### config.mk
export PLATFORM = sky130hd
export DESIGN_NAME = clksel_top
export DESIGN_NICKNAME = d
export VERILOG_FILES = /design/src/rtl/clksel_pkg.sv /design/src/rtl/clksel_regs.sv /design/src/rtl/clksel_rom.sv /design/src/rtl/clksel_mux.sv /design/src/rtl/clksel_top.sv
export SDC_FILE = /design/constraint.sdc
export NUM_CORES = 1
export LEC_CHECK = 0
export CAP_MARGIN = 20
export CORE_AREA = 2 2 98 100
export CTS_CLUSTER_DIAMETER = 120
export DETAILED_ROUTE_END_ITERATION = 8
export DIE_AREA = 0 0 100 102
export DONT_BUFFER_PORTS = 1
export RECOVER_POWER = 100
export SETUP_SLACK_MARGIN = 0.05
export SYNTH_ARGS = -nofsm -noshare
export SYNTH_HDL_FRONTEND = slang
export SYNTH_HIERARCHICAL = 1
export SYNTH_SLANG_ARGS = --single-unit
### constraint.sdc
create_clock -name clk -period 3.18 [get_ports clk]
set_input_delay 0.318 -clock clk [delete_from_list [all_inputs] [get_ports clk]]
set_output_delay 0.318 -clock clk [all_outputs]
set_load 0.01 [all_outputs]
### src/rtl/clksel_pkg.sv
package clksel_pkg;
  localparam int CODE_W = 5;
  localparam int N_W    = 8;
  localparam int M_W    = 7;
  localparam int DATA_W = 8;
  localparam int ADDR_W = 2;
  localparam int CODES  = 1 << CODE_W;

  localparam logic [ADDR_W-1:0] ADR_CTRL = 2'd0;
  localparam logic [ADDR_W-1:0] ADR_SEL  = 2'd1;
  localparam logic [ADDR_W-1:0] ADR_N    = 2'd2;
  localparam logic [ADDR_W-1:0] ADR_M    = 2'd3;

  localparam int CTRL_PROG_BIT = 0;
  localparam int CTRL_OVR_BIT  = 1;

  typedef struct packed {
    logic [N_W-1:0]    n;
    logic [M_W-1:0]    m;
    logic [CODE_W-1:0] code;
  } freq_t;

  // Default N for a select code: linear in the code.
  function automatic logic [N_W-1:0] tbl_n(input int base, input int step, input int code);
    return N_W'(base + step * code);
  endfunction

  function automatic logic [M_W-1:0] tbl_m(input int mval);
    return M_W'(mval);
  endfunction
endpackage

### src/rtl/clksel_regs.sv
module clksel_regs
  import clksel_pkg::*;
(
  input  logic              clk,
  input  logic              rst_n,
  input  logic [CODE_W-1:0] strap_code,
  input  logic              wr_en,
  input  logic [ADDR_W-1:0] wr_addr,
  input  logic [DATA_W-1:0] wr_data,
  output logic              prog_en,
  output logic              ovr_sel,
  output logic [CODE_W-1:0] sel_code,
  output logic [N_W-1:0]    prog_n,
  output logic [M_W-1:0]    prog_m,
  output logic [CODE_W-1:0] strap_lat,
  output logic              strap_armed,
  output logic              nm_touch
);
  logic wr_ctrl, wr_sel, wr_n, wr_m;

  assign wr_ctrl = wr_en && (wr_addr == ADR_CTRL);
  assign wr_sel  = wr_en && (wr_addr == ADR_SEL);
  assign wr_n    = wr_en && (wr_addr == ADR_N);
  assign wr_m    = wr_en && (wr_addr == ADR_M);

  // Strap capture: once, on the first edge after reset release.
  always_ff @(posedge clk or negedge rst_n) begin
    if (!rst_n) begin
      strap_lat   <= '0;
      strap_armed <= 1'b0;
    end else if (!strap_armed) begin
      strap_lat   <= strap_code;
      strap_armed <= 1'b1;
    end
  end

  always_ff @(posedge clk or negedge rst_n) begin
    if (!rst_n) begin
      prog_en  <= 1'b0;
      ovr_sel  <= 1'b0;
      sel_code <= '0;
      prog_n   <= '0;
      prog_m   <= '0;
      nm_touch <= 1'b0;
    end else begin
      nm_touch <= wr_n || wr_m;
      if (wr_ctrl) begin
        prog_en <= wr_data[CTRL_PROG_BIT];
        ovr_sel <= wr_data[CTRL_OVR_BIT];
      end
      if (wr_sel) sel_code <= wr_data[CODE_W-1:0];
      if (wr_n)   prog_n   <= wr_data[N_W-1:0];
      if (wr_m)   prog_m   <= wr_data[M_W-1:0];
    end
  end
endmodule

### src/rtl/clksel_rom.sv
module clksel_rom
  import clksel_pkg::*;
#(
  parameter int N_BASE = 60,
  parameter int N_STEP = 4,
  parameter int M_DFLT = 12
) (
  input  logic [CODE_W-1:0] code,
  output logic [N_W-1:0]    n,
  output logic [M_W-1:0]    m
);
  logic [N_W-1:0] rom_n [CODES];
  logic [M_W-1:0] rom_m [CODES];

  for (genvar i = 0; i < CODES; i++) begin : g_entry
    assign rom_n[i] = tbl_n(N_BASE, N_STEP, i);
    assign rom_m[i] = tbl_m(M_DFLT);
  end

  assign n = rom_n[code];
  assign m = rom_m[code];
endmodule

### src/rtl/clksel_mux.sv
module clksel_mux
  import clksel_pkg::*;
#(
  parameter int N_BASE = 60,
  parameter int M_DFLT = 12
) (
  input  logic              clk,
  input  logic              rst_n,
  input  logic              prog_en,
  input  logic              ovr_sel,
  input  logic [CODE_W-1:0] sel_code,
  input  logic [CODE_W-1:0] strap_lat,
  input  logic [N_W-1:0]    prog_n,
  input  logic [M_W-1:0]    prog_m,
  input  logic              nm_touch,
  input  logic              rcv_active,
  input  logic [N_W-1:0]    rcv_n,
  input  logic [M_W-1:0]    rcv_m,
  input  logic [CODE_W-1:0] rcv_code,
  output logic [CODE_W-1:0] pick_code,
  input  logic [N_W-1:0]    rom_n,
  input  logic [M_W-1:0]    rom_m,
  output freq_t             act,
  output logic              load_pulse
);
  freq_t nxt;
  logic  changed, reload;

  assign pick_code = ovr_sel ? sel_code : strap_lat;

  always_comb begin
    if (rcv_active) begin
      nxt.n    = rcv_n;
      nxt.m    = rcv_m;
      nxt.code = rcv_code;
    end else begin
      nxt.code = pick_code;
      nxt.n    = prog_en ? prog_n : rom_n;
      nxt.m    = prog_en ? prog_m : rom_m;
    end
  end

  assign changed = (nxt != act);
  assign reload  = nm_touch && prog_en && !rcv_active;

  always_ff @(posedge clk or negedge rst_n) begin
    if (!rst_n) begin
      act.n      <= tbl_n(N_BASE, 0, 0);
      act.m      <= tbl_m(M_DFLT);
      act.code   <= '0;
      load_pulse <= 1'b0;
    end else begin
      act        <= nxt;
      load_pulse <= changed || reload;
    end
  end
endmodule

### src/rtl/clksel_top.sv
module clksel_top
  import clksel_pkg::*;
#(
  parameter int TBL_N_BASE = 60,
  parameter int TBL_N_STEP = 4,
  parameter int TBL_M      = 12
) (
  input  logic              clk,
  input  logic              rst_n,
  input  logic [CODE_W-1:0] strap_code,
  input  logic              wr_en,
  input  logic [ADDR_W-1:0] wr_addr,
  input  logic [DATA_W-1:0] wr_data,
  input  logic              rcv_active,
  input  logic [N_W-1:0]    rcv_n,
  input  logic [M_W-1:0]    rcv_m,
  input  logic [CODE_W-1:0] rcv_code,
  output logic [N_W-1:0]    act_n,
  output logic [M_W-1:0]    act_m,
  output logic [CODE_W-1:0] act_code,
  output logic              load_pulse
);
  logic              prog_en, ovr_sel, strap_armed, nm_touch;
  logic [CODE_W-1:0] sel_code, strap_lat, pick_code;
  logic [N_W-1:0]    prog_n, rom_n;
  logic [M_W-1:0]    prog_m, rom_m;
  freq_t             act;

  clksel_regs u_regs (
    .clk, .rst_n, .strap_code, .wr_en, .wr_addr, .wr_data,
    .prog_en, .ovr_sel, .sel_code, .prog_n, .prog_m,
    .strap_lat, .strap_armed, .nm_touch
  );

  clksel_rom #(.N_BASE(TBL_N_BASE), .N_STEP(TBL_N_STEP), .M_DFLT(TBL_M)) u_rom (
    .code(pick_code), .n(rom_n), .m(rom_m)
  );

  clksel_mux #(.N_BASE(TBL_N_BASE), .M_DFLT(TBL_M)) u_mux (
    .clk, .rst_n, .prog_en, .ovr_sel, .sel_code, .strap_lat,
    .prog_n, .prog_m, .nm_touch, .rcv_active, .rcv_n, .rcv_m, .rcv_code,
    .pick_code, .rom_n, .rom_m, .act, .load_pulse
  );

  assign act_n    = act.n;
  assign act_m    = act.m;
  assign act_code = act.code;
endmodule

==> results.md, run 1 <==
- Root Driver: clkbuf_8
- Die area: 0.0102 mm2
- Chip width: around 100 um
- Clock-pin transition on the worst setup and hold timing paths: 0.09 ns
- Total grt overflow: 0
- Fill cells: a little over 900
- Postcts setup bufs: 0
- Total global-route track usage: about 11%
- Synthesized instance count: ~220
- Post-synth ARST share: 100%
- Final antenna-violating net count: 0
- Endpoints failing hold: 0
- Cell Chain, Critical Path: mux2_1 -> inv_1 -> ha_1 -> nor3b_1 -> o32ai_2 -> mux2i_1 -> o21ai_0 -> xnor2_1 -> nand4_1 -> nor4_1 -> nand3_1
- Layout area overhead: 7.77%
- Depth of the CTS H-tree: 2
- Area share of fa/ha/maj cells after synthesis: 0.972%
- Dominant synthesized flop cell: dfrtp_1
- Synth Register Bits: 50
- Reg-to-reg setup timing slack: 0.54 ns
- Worst Path Required: 3.35 ns
- Clock share of power: 27.1%
- DP Cell Count: 319
- Slowest-stage cell, CP: dfrtp_1
- Yosys warns: 6
- DR DRC count: 0
- NetSw: 486 uW
- Largest family of logic cells by synthesized area: multiplexers
- Critical path capture point type: flop
- Vias: roughly 1500
- First-pass DRT Iterations: 4
- Least-Margin Pin Slew: between 0.8 and 0.9 ns
- Sequential share of power: 50.8%
- Worst rel slew slack: 42.7%
- Initial DRC Count: 49
- Vias in the first global route: 1538
- Worst Slack Setup Final: 0.538 ns
- Core Util, Final: slightly above 30%
- Worst skew pair latency: 0.30 ns
- Largest net degree at the start of global routing: 51
- DPL Wire Length: roughly 4300 um
- Reg2reg end: u_mux/load_pulse
- Worst vdd ir: 254 uV
- Synth Area in XOR/XNOR: 5.44%
- Max cap viols: 0
- CTS tree: yes
- Tot Pwr: 1680 uW
- Final std cells w/o fill: 328
- Outcome: finished clean
- Yosys cell types: 38
- Comb power frac: 22.1%
- Max Fclk: 0.379 GHz
- CP max FO: 6
- CP Launch Type: flop
- RSZ-0062 raised after global routing: false
- Worst R2R Start: u_regs/ovr_sel
- Rows: 35
- HP Start: rcv_active
- Dpl ws: 0.617 ns
- Num CTS Buffers: 5
- WL per Instance: 17.3 um
- Vias per Instance: 4.62
- Cts repair resizes: 0
- Finish-stage setup viols: 0
- EDFF count, synth: 0
- Kind of critical path: flop to flop
- Initial antenna violation count: 0
- Die Ht: approximately 100 um
- RePlAce Congestion: 0.762
- Worst Hold Class: input port to flop
- Synth Area in Compound Gates: 6.46%
- Post-Route WL: 5690 um
- Core area: around 0.0091 mm2
- Diode count: 0
- Clock buffer depth: 2
- Switch share: 28.8%
- Tcrit/Tclk final: 83.1%
- Max incr delay on CP: 0.46 ns
- Hold Path End: u_mux/act[19]
- Reg2reg path depth: 11
- Min Tclk post-route: 2.64 ns
- Clock Sink Count: 50
- Fin nets: 258
- Leak: 0.00116 uW
- Slew Limit Fails: 0
- Simple-gate share of the synthesized area: 9.33%
- Mapped Avg Cell Area: around 12 um2
- Port-buffer cells: 0
- Setup TNS Final: 0 ns
- Clock Skews: ~0.014 ns
- Crit-path leading delay family: simple AND/OR/NAND/NOR gates
- Seq/Total Area, Yosys: 48.9%
- P per Cell Area: 607 mW/mm2
- Mux contribution to synthesized area: 23.3%
- Ports: 60
- Hold path depth: 1
- Buf/Inv on CP: 1
- Hold-fix buffers at CTS: 2
- Critical Path AT: ~2.8 ns
- Global-route wire length before repair: 8760 um
- Internal power: roughly 1200 uW
- Synth Cell Area: 0.00257 mm2
- Share of layout cells above drive strength 1: around 22%
- Initial core utilization: between 20% and 30%
==> through the flow <==
stage / cell area (um2) / hold slack, ns
3_5_place_dp: 2640 / 0.0243
3_3_place_gp: 2640 / 0.0244
4_1_cts: 2790 / 0.0738
6_report: 2780 / 0.0918
5_1_grt: 2780 / 0.0744
2_1_floorplan: 2600 / 0.0224
==> layer usage <==
metal,vias to the layer above,track usage (%),share of wire (%)
met5,-,0,0
li1,735,-,-
met2,45,18.2,46
met4,0,3.48,1.3
met1,731,13.9,44
met3,4,5.47,9.0
==> area by class of cell <==
class,instances,area (um2),share of cell area (%)
well taps,111,139,5.00
multi-input cells,148,1190,42.9
inverters,10,37.5,1.35
flip-flops and latches,50,1260,45.4
clock buffers,6,82.6,2.98
clock inverters,1,30.0,1.08
repair buffers,2,37.5,1.35
==> cell usage in the layout (no fill, tap or decap), types with 3 or more instances in the layout <==
cell	netlist	routed
nand2_1	15	15
mux2_1	0	7
conb_1	3	10
xor2_1	3	3
nand3b_1	2	3
nand4_1	3	3
nor2_1	5	5
dfstp_1	0	6
mux2i_1	13	13
clkbuf_8	0	6
mux2_2	39	33
nand3_1	3	3
xnor2_1	13	13
dfrtp_1	44	44
inv_1	10	10
a21oi_1	3	3
o21ai_0	14	14
==> cells by family after synthesis <==
logic type / after synthesis
muxes: 54
DFF: 50
and+or+nand+nor: 40
AOI/OAI and AO/OA: 26
buffers and inverters: 25
xor gates and xnor gates: 16
other: 3
adders and majority gates: 2
==> sequential cells by signal, summed over array words and instances (netlist names) <==
register / cells
u_regs/prog_m: 7
u_regs/prog_n: 8
u_regs/prog_en: 1
u_regs/sel_code: 5
u_regs/strap_armed: 1
u_mux/load_pulse: 1
u_regs/nm_touch: 1
u_mux/act: 20
u_regs/strap_lat: 5
u_regs/ovr_sel: 1
==> worst max path at each step <==
| stage | startpoint | to | depth (start not counted) |
|---|---|---|---|
| after floorplan | u_regs/ovr_sel | u_mux/load_pulse | 11 |
| after global placement | u_regs/ovr_sel | u_mux/load_pulse | 11 |
| after detailed placement | u_regs/ovr_sel | u_mux/load_pulse | 11 |
| after CTS | u_regs/ovr_sel | u_mux/load_pulse | 11 |
| after global routing | u_regs/ovr_sel | u_mux/load_pulse | 11 |
| final | u_regs/ovr_sel | u_mux/load_pulse | 11 |
==> power by group through the flow <==
stage | logic [uW] | clock network (uW) | registers (uW)
after floorplan | 339 | 0 | 831
after global placement | 364 | 0 | 872
after detailed placement | 368 | 0 | 876
after CTS | 389 | 473 | 863
after global routing | 415 | 496 | 872
final | 373 | 456 | 855
==> synth_stat cells, types with 3 or more instances <==
master	count	area (um2)
buf_4	9	67.6
xor2_1	3	26.3
nand2_1	15	56.3
buf_2	5	25.0
a21oi_1	3	15.0
nand4_1	3	18.8
nor2_1	5	18.8
dfstp_2	6	158
o21ai_0	14	70.1
inv_1	10	37.5
xnor2_1	13	114
mux2i_1	13	130
mux2_2	39	439
nand3_1	3	15.0
conb_1	3	11.3
dfrtp_1	44	1100
Power figures use the tool's default switching activity.
==> inputs of run 2 (changes only) <==
--- a/config.mk
+++ b/config.mk
@@ -5,11 +5,12 @@
 export SDC_FILE = /design/constraint.sdc
 export NUM_CORES = 1
 export LEC_CHECK = 0
+export ABC_AREA = 1
 export CAP_MARGIN = 20
-export CORE_AREA = 2 2 98 100
+export CORE_AREA = 2 2 108 110
 export CTS_CLUSTER_DIAMETER = 120
 export DETAILED_ROUTE_END_ITERATION = 8
-export DIE_AREA = 0 0 100 102
+export DIE_AREA = 0 0 110 112
 export DONT_BUFFER_PORTS = 1
 export RECOVER_POWER = 100
 export SETUP_SLACK_MARGIN = 0.05
==> constraint.sdc (replaced) <==
create_clock -name clk -period 2.3 [get_ports clk]
set_input_delay 0.23 -clock clk [delete_from_list [all_inputs] [get_ports clk]]
set_output_delay 0.23 -clock clk [all_outputs]
set_load 0.01 [all_outputs]
==> results.md, run 2 <==
- DR DRC count: 0
- Post-synth ARST share: 100%
- Critical Path AT: 2.18 ns
- Dominant cells by area after synthesis: dfrtp_1 35%, nand2_1 23%, nand3_1 8.2%, dfstp_2 5.0%, nand4_1 4.1%
- RSZ-0062 raised after global routing: false
- EDFF count, synth: 0
- CP max FO: 7
- Setup TNS Final: 0 ns
- Worst Hold Class: input port to flop
- Kind of critical path: flop to flop
- WL per Instance: 14.6 um
- Count leader, synth: nand2_1
- CTS tree: yes
- Max Fclk: 0.497 GHz
- HP Start: wr_addr[1]
- Layout area overhead: 4.61%
- Num CTS Buffers: 5
- Global-route wire length before repair: 13800 um
- Tcrit/Tclk final: 87.4%
- Core area: 0.0112 mm2
- Vias: 2741
- Worst Path Required: roughly 2.5 ns
- Clock buffer depth: 2
- Outcome: finished clean
- Clock Sink Count: 50
- Worst rel slew slack: about 15%
- Depth of the CTS H-tree: 2
- Largest net degree at the start of global routing: 60
- Synth Cell Area: 0.00318 mm2
- Max reg flops: 20
- Port-buffer cells: 0
- Die Ht: 112 um
- First-pass DRT Iterations: 5
- Diode count: 0
- Vias per Instance: 4.71
- Critical path capture point type: flop
- Total grt overflow: 0
- Clock-pin transition on the worst setup and hold timing paths: 0.07 ns
- Leak: 0.00175 uW
- Synth Register Bits: 50
- Min Tclk post-route: 2.01 ns
- Hold path depth: 2
- Worst R2R Start: u_regs/ovr_sel
- Post-synth top area cell: dfrtp_1
- Mapped Avg Cell Area: about 7.1 um2
- Clock Skews: ~0.0037 ns
- Largest register by flop count: u_mux/act
- Chip width: 110 um
- Yosys cell types: 25
- Initial core utilization: 28.4%
- Initial DRC Count: 199
- Worst skew pair latency: 0.29 ns
- Final antenna-violating net count: 0
- Post-Route WL: 8490 um
- Reg2reg end: u_mux/load_pulse
- Fin nets: 480
- Dominant synthesized flop cell: dfrtp_1
- DPL Wire Length: ~6200 um
- Yosys warns: 6
- CP Launch Type: flop
- Finish-stage setup viols: 0
- Hold Worst Slack: a little under 0.06 ns
- Top post-synthesis cells by count: 195 x nand2_1, 52 x nand3_1, 44 x dfrtp_1
- Biggest regs: u_mux/act x20, u_regs/prog_n x8, u_regs/prog_m x7
- Endpoints failing hold: 0
- Share of layout cells above drive strength 1: 5.69%
- Commonest cells after routing, fill and taps aside: 195 x nand2_1, 52 x nand3_1, 43 x dfrtp_1
- Die area: 0.0123 mm2
- Synthesized instance count: 449
- Initial antenna violation count: 0
- RePlAce Congestion: between 0.8 and 0.9
- Rows: 39
- Least-Margin Pin Slew: about 1.3 ns
- Seq/Total Area, Yosys: 39.6%
- Commonest non-fill, non-tap cell in the layout: nand2_1
- Root Driver: clkbuf_16
- Total global-route track usage: between 10% and 20%
- Hold Path End: u_regs/nm_touch
- P per Cell Area: 737 mW/mm2
- Slew Limit Fails: 0
- Worst vdd ir: approximately 290 uV
- Reg2reg path depth: 17
- Ports: 60
- Yosys top cell area share: 34.6%
- Vias in the first global route: ~2700
- Reg-to-reg setup timing slack: roughly 0.29 ns
- Max cap viols: 0
run 2: cell types whose count changed after synthesis, moves of 8 or more:
cell / before / now
nand3b_1: 2 / 13
nand3_1: 3 / 52
mux2_2: 39 / 0
or2_1: 0 / 11
inv_1: 10 / 34
nand2_1: 15 / 195
mux2i_1: 13 / 0
o21ai_0: 14 / 6
xnor2_1: 13 / 0
buf_6: 0 / 8
nand4_1: 3 / 21
run 2: stage by stage:
step / util [%] / instances / power (uW) / setup WS (ns) / area, um2
finish: 29.8 / 582 / 2450 / 0.289 / 3320
global route: 29.8 / 582 / 2630 / 0.0612 / 3320
CTS: 29.7 / 580 / 2460 / 0.118 / 3320
detailed placement: 28.2 / 571 / 1710 / 0.167 / 3150
global placement: 28.2 / 571 / 1700 / 0.233 / 3150
floorplan: - / 456 / 1630 / 0.391 / 3200
run 2: kinds of logic after synthesis:
| family | share of synthesized area, % |
|---|---|
| AO/OA/AOI/OAI | 1.65 |
| adder cells (fa/ha/maj) | 0.787 |
| buffers and inverters | 12.3 |
| flip-flops | 39.6 |
| other | 0.354 |
| AND/OR/NAND/NOR | 45.3 |
run 2: per-layer routing:
layer  GRT usage [%]  routed length, um
met1            19.2               3560
met4            2.36                 34
met5               0                  0
met2            22.5               4050
met3            5.44                853
run 2: repair_timing:
item,4_1_cts,5_1_grt
gates resized for setup,0,8
hold buffers,2,0
buffers inserted,0,2
hold endpoints to repair,50,0
setup endpoints to repair,0,1
run 2: cell type report:
type	instances	area, um2
Clock buffer	5	125
Fill cell	1173	7850
Inverter	39	154
Timing Repair Buffer	5	30.0
Tap cell	143	179
Multi-Input combinational cell	338	1570
Clock inverter	2	10.0
Sequential cell	50	1260
run 2: worst max path at each step:
stage / startpoint / end / cells past startpoint
2_1_floorplan: u_regs/ovr_sel / u_mux/load_pulse / 18
3_3_place_gp: u_regs/ovr_sel / u_mux/load_pulse / 17
3_5_place_dp: u_regs/ovr_sel / u_mux/load_pulse / 17
4_1_cts: u_regs/ovr_sel / u_mux/load_pulse / 17
5_1_grt: u_regs/ovr_sel / u_mux/load_pulse / 17
6_report: u_regs/ovr_sel / u_mux/load_pulse / 17
run 2: power breakdown:
group | switching (uW) | leakage (uW) | internal, uW
clock | 323 | 0.0000694 | 394
combinational | 373 | 0.00108 | 216
sequential | 137 | 0.000596 | 1010
total | 833 | 0.00175 | 1620
run 2: worst max-delay path, cell delays in order, from the launching register on:
cell,delay (ns)
dfrtp_2,0.47
inv_4,0.10
nand2_1,0.07
nand2_1,0.06
inv_1,0.04
inv_2,0.08
ha_1,0.17
nand4_1,0.10
nand2_1,0.10
inv_1,0.04
nand2_1,0.05
nand3_1,0.09
nand3_1,0.11
nand2_1,0.05
nor2_1,0.13
nand2_1,0.07
nor2_1,0.08
nand3_1,0.08
==> inputs of run 3 (changes only) <==
--- a/config.mk
+++ b/config.mk
@@ -7,11 +7,14 @@
 export LEC_CHECK = 0
 export ABC_AREA = 1
 export CAP_MARGIN = 20
+export CELL_PAD_IN_SITES_DETAIL_PLACEMENT = 0
+export CELL_PAD_IN_SITES_GLOBAL_PLACEMENT = 1
 export CORE_AREA = 2 2 108 110
 export CTS_CLUSTER_DIAMETER = 120
 export DETAILED_ROUTE_END_ITERATION = 8
 export DIE_AREA = 0 0 110 112
 export DONT_BUFFER_PORTS = 1
+export PLACE_DENSITY = 0.59
 export RECOVER_POWER = 100
 export SETUP_SLACK_MARGIN = 0.05
 export SYNTH_ARGS = -nofsm -noshare
==> results.md, run 3 (same netlist as run 2, synthesis figures left out) <==
- RePlAce Congestion: 0.774
- Rows: 39
- Largest net degree at the start of global routing: 60
- DPL Wire Length: 6310 um
- Port-buffer cells: 0
- Critical path capture point type: flop
- Post-Route WL: a little under 9000 um
- Least-Margin Pin Slew: 1.35 ns
- Diode count: 0
- Max cap viols: 0
- Clock Skews: 0.00875 ns
- Vias: 2683
- Worst rel slew slack: 10.1%
- Kind of critical path: flop to flop
- Slew Limit Fails: 0
- Worst Path Required: 2.49 ns
- Commonest cells after routing, fill and taps aside: 195 x nand2_1, 53 x nand3_1, 43 x dfrtp_1
- Hold Worst Slack: between 0.03 and 0.04 ns
- First-pass DRT Iterations: 4
- Max Fclk: ~0.5 GHz
- Initial core utilization: 28.4%
- Clock buffer depth: 2
- Die area: 0.0123 mm2
- CP Launch Type: flop
- RSZ-0062 raised after global routing: false
- Fill cells: 1241
- CTS tree: yes
- Root Driver: clkbuf_16
- DR DRC count: 0
- Largest register by flop count: u_mux/act
- Commonest non-fill, non-tap cell in the layout: nand2_1
- Share of layout cells above drive strength 1: 5.01%
- Outcome: finished clean
- Worst skew pair latency: roughly 0.30 ns
- Reg-to-reg setup timing slack: 0.28 ns
- Vias per Instance: 4.61
- Clock Sink Count: 50
- Postcts setup bufs: 0
- Critical Path AT: 2.21 ns
- Worst vdd ir: 268 uV
- Initial DRC Count: between 100 and 150
- Total global-route track usage: 14.9%
- Global-route wire length before repair: 14000 um
- Tcrit/Tclk final: between 80% and 90%
- Depth of the CTS H-tree: 2
- Layout area overhead: 4.21%
- Total grt overflow: 0
- Initial antenna violation count: 0
- Biggest regs: u_mux/act x20, u_regs/prog_n x8, u_regs/prog_m x7
- WL per Instance: approximately 15 um
- Max reg flops: 20
- Core area: 0.0112 mm2
- P per Cell Area: roughly 750 mW/mm2
- Clock-pin transition on the worst setup and hold timing paths: 0.08 ns
- Fin nets: 479
- CP max FO: 9
- Die Ht: 112 um
- Worst Hold Class: input port to flop
- Chip width: between 100 and 150 um
- Leak: 0.00175 uW
- Min Tclk post-route: around 2 ns
- Final antenna-violating net count: 0
- Vias in the first global route: between 2000 and 3000
- Setup TNS Final: 0 ns
- Num CTS Buffers: 5
- Ports: 60
- Endpoints failing hold: 0
- Finish-stage setup viols: 0
==> run 3: cell types whose count changed in the layout (fill, tap and decap cells not counted) <==
cell        previous run  this run
ha_4                   1         0
inv_4                  3         2
inv_2                  4         3
clkinv_2               2         1
ha_1                   1         2
clkinv_4               0         1
clkbuf_1               2         1
clkinvlp_4             0         1
nand3_1               52        53
inv_1                 32        34
nand3_2                1         0
==> run 3: final timing paths <==
check | endpoint | start | cells after the start
setup / recovery | u_mux/load_pulse | u_regs/ovr_sel | 17
hold / removal | u_regs/nm_touch | wr_addr[1] | 2
setup reg to reg | u_mux/load_pulse | u_regs/ovr_sel | 17
hold reg to reg | u_regs/sel_code[0] | u_regs/sel_code[0] | 2
max in group asynchronous | u_regs/ovr_sel | rst_n | 2
min in group asynchronous | u_mux/act[10] | rst_n | 2
==> run 3: final cells by class <==
class | instances | area, um2 | area share (%)
Timing Repair Buffer | 4 | 26.3 | 0.793
Multi-Input combinational cell | 338 | 1550 | 46.8
Sequential cell | 50 | 1260 | 38.0
Clock buffer | 5 | 125 | 3.78
Inverter | 39 | 151 | 4.57
Tap cell | 143 | 179 | 5.40
Clock inverter | 3 | 21.3 | 0.642
==> run 3: power breakdown <==
| part | internal (uW) | switching (uW) |
|---|---|---|
| clock network | 404 | 366 |
| logic | 208 | 361 |
| registers | 1010 | 137 |
| total | 1620 | 864 |
==> run 3: per-layer routing <==
metal  vias up  global-route usage (%)  share of wire [%]
met5         -                       0                  0
met4         0                    3.63               0.96
met3         6                    4.39                6.5
met2        50                    23.7                 45
met1      1241                    19.7                 47
li1       1386                       -                  -
==> run 3: through the flow <==
step                cells  total power [uW]  setup slack, ns  util (%)  instance area (um2)
floorplan             456              1630            0.391         -                 3200
global placement      572              1720            0.216      28.3                 3160
detailed placement    572              1730            0.184      28.3                 3160
CTS                   582              2540            0.176      29.9                 3340
global route          582              2670           0.0331      29.6                 3310
finish                582              2480            0.279      29.6                 3310
==> run 3: what timing repair did <==
| action | 4_1_cts | 5_1_grt |
|---|---|---|
| setup endpoints to repair | 0 | 1 |
| hold buffers | 2 | 0 |
| resized for setup | 0 | 2 |
| endpoints found under the hold margin | 50 | 0 |
==> run 3: critical path: stages, from the launching register on <==
cell and delay [ns]:
dfrtp_2 0.46, inv_2 0.12, nand2_1 0.08, nand2_1 0.06, inv_1 0.07, ha_1 0.23
nand3_1 0.11, nand2_1 0.05, nand2_1 0.08, inv_1 0.04, nand2_1 0.05, nand3_1 0.08
nand3_1 0.09, nand2_1 0.05, nor2_1 0.11, nand2_1 0.07, nor2_1 0.08, nand3_1 0.08
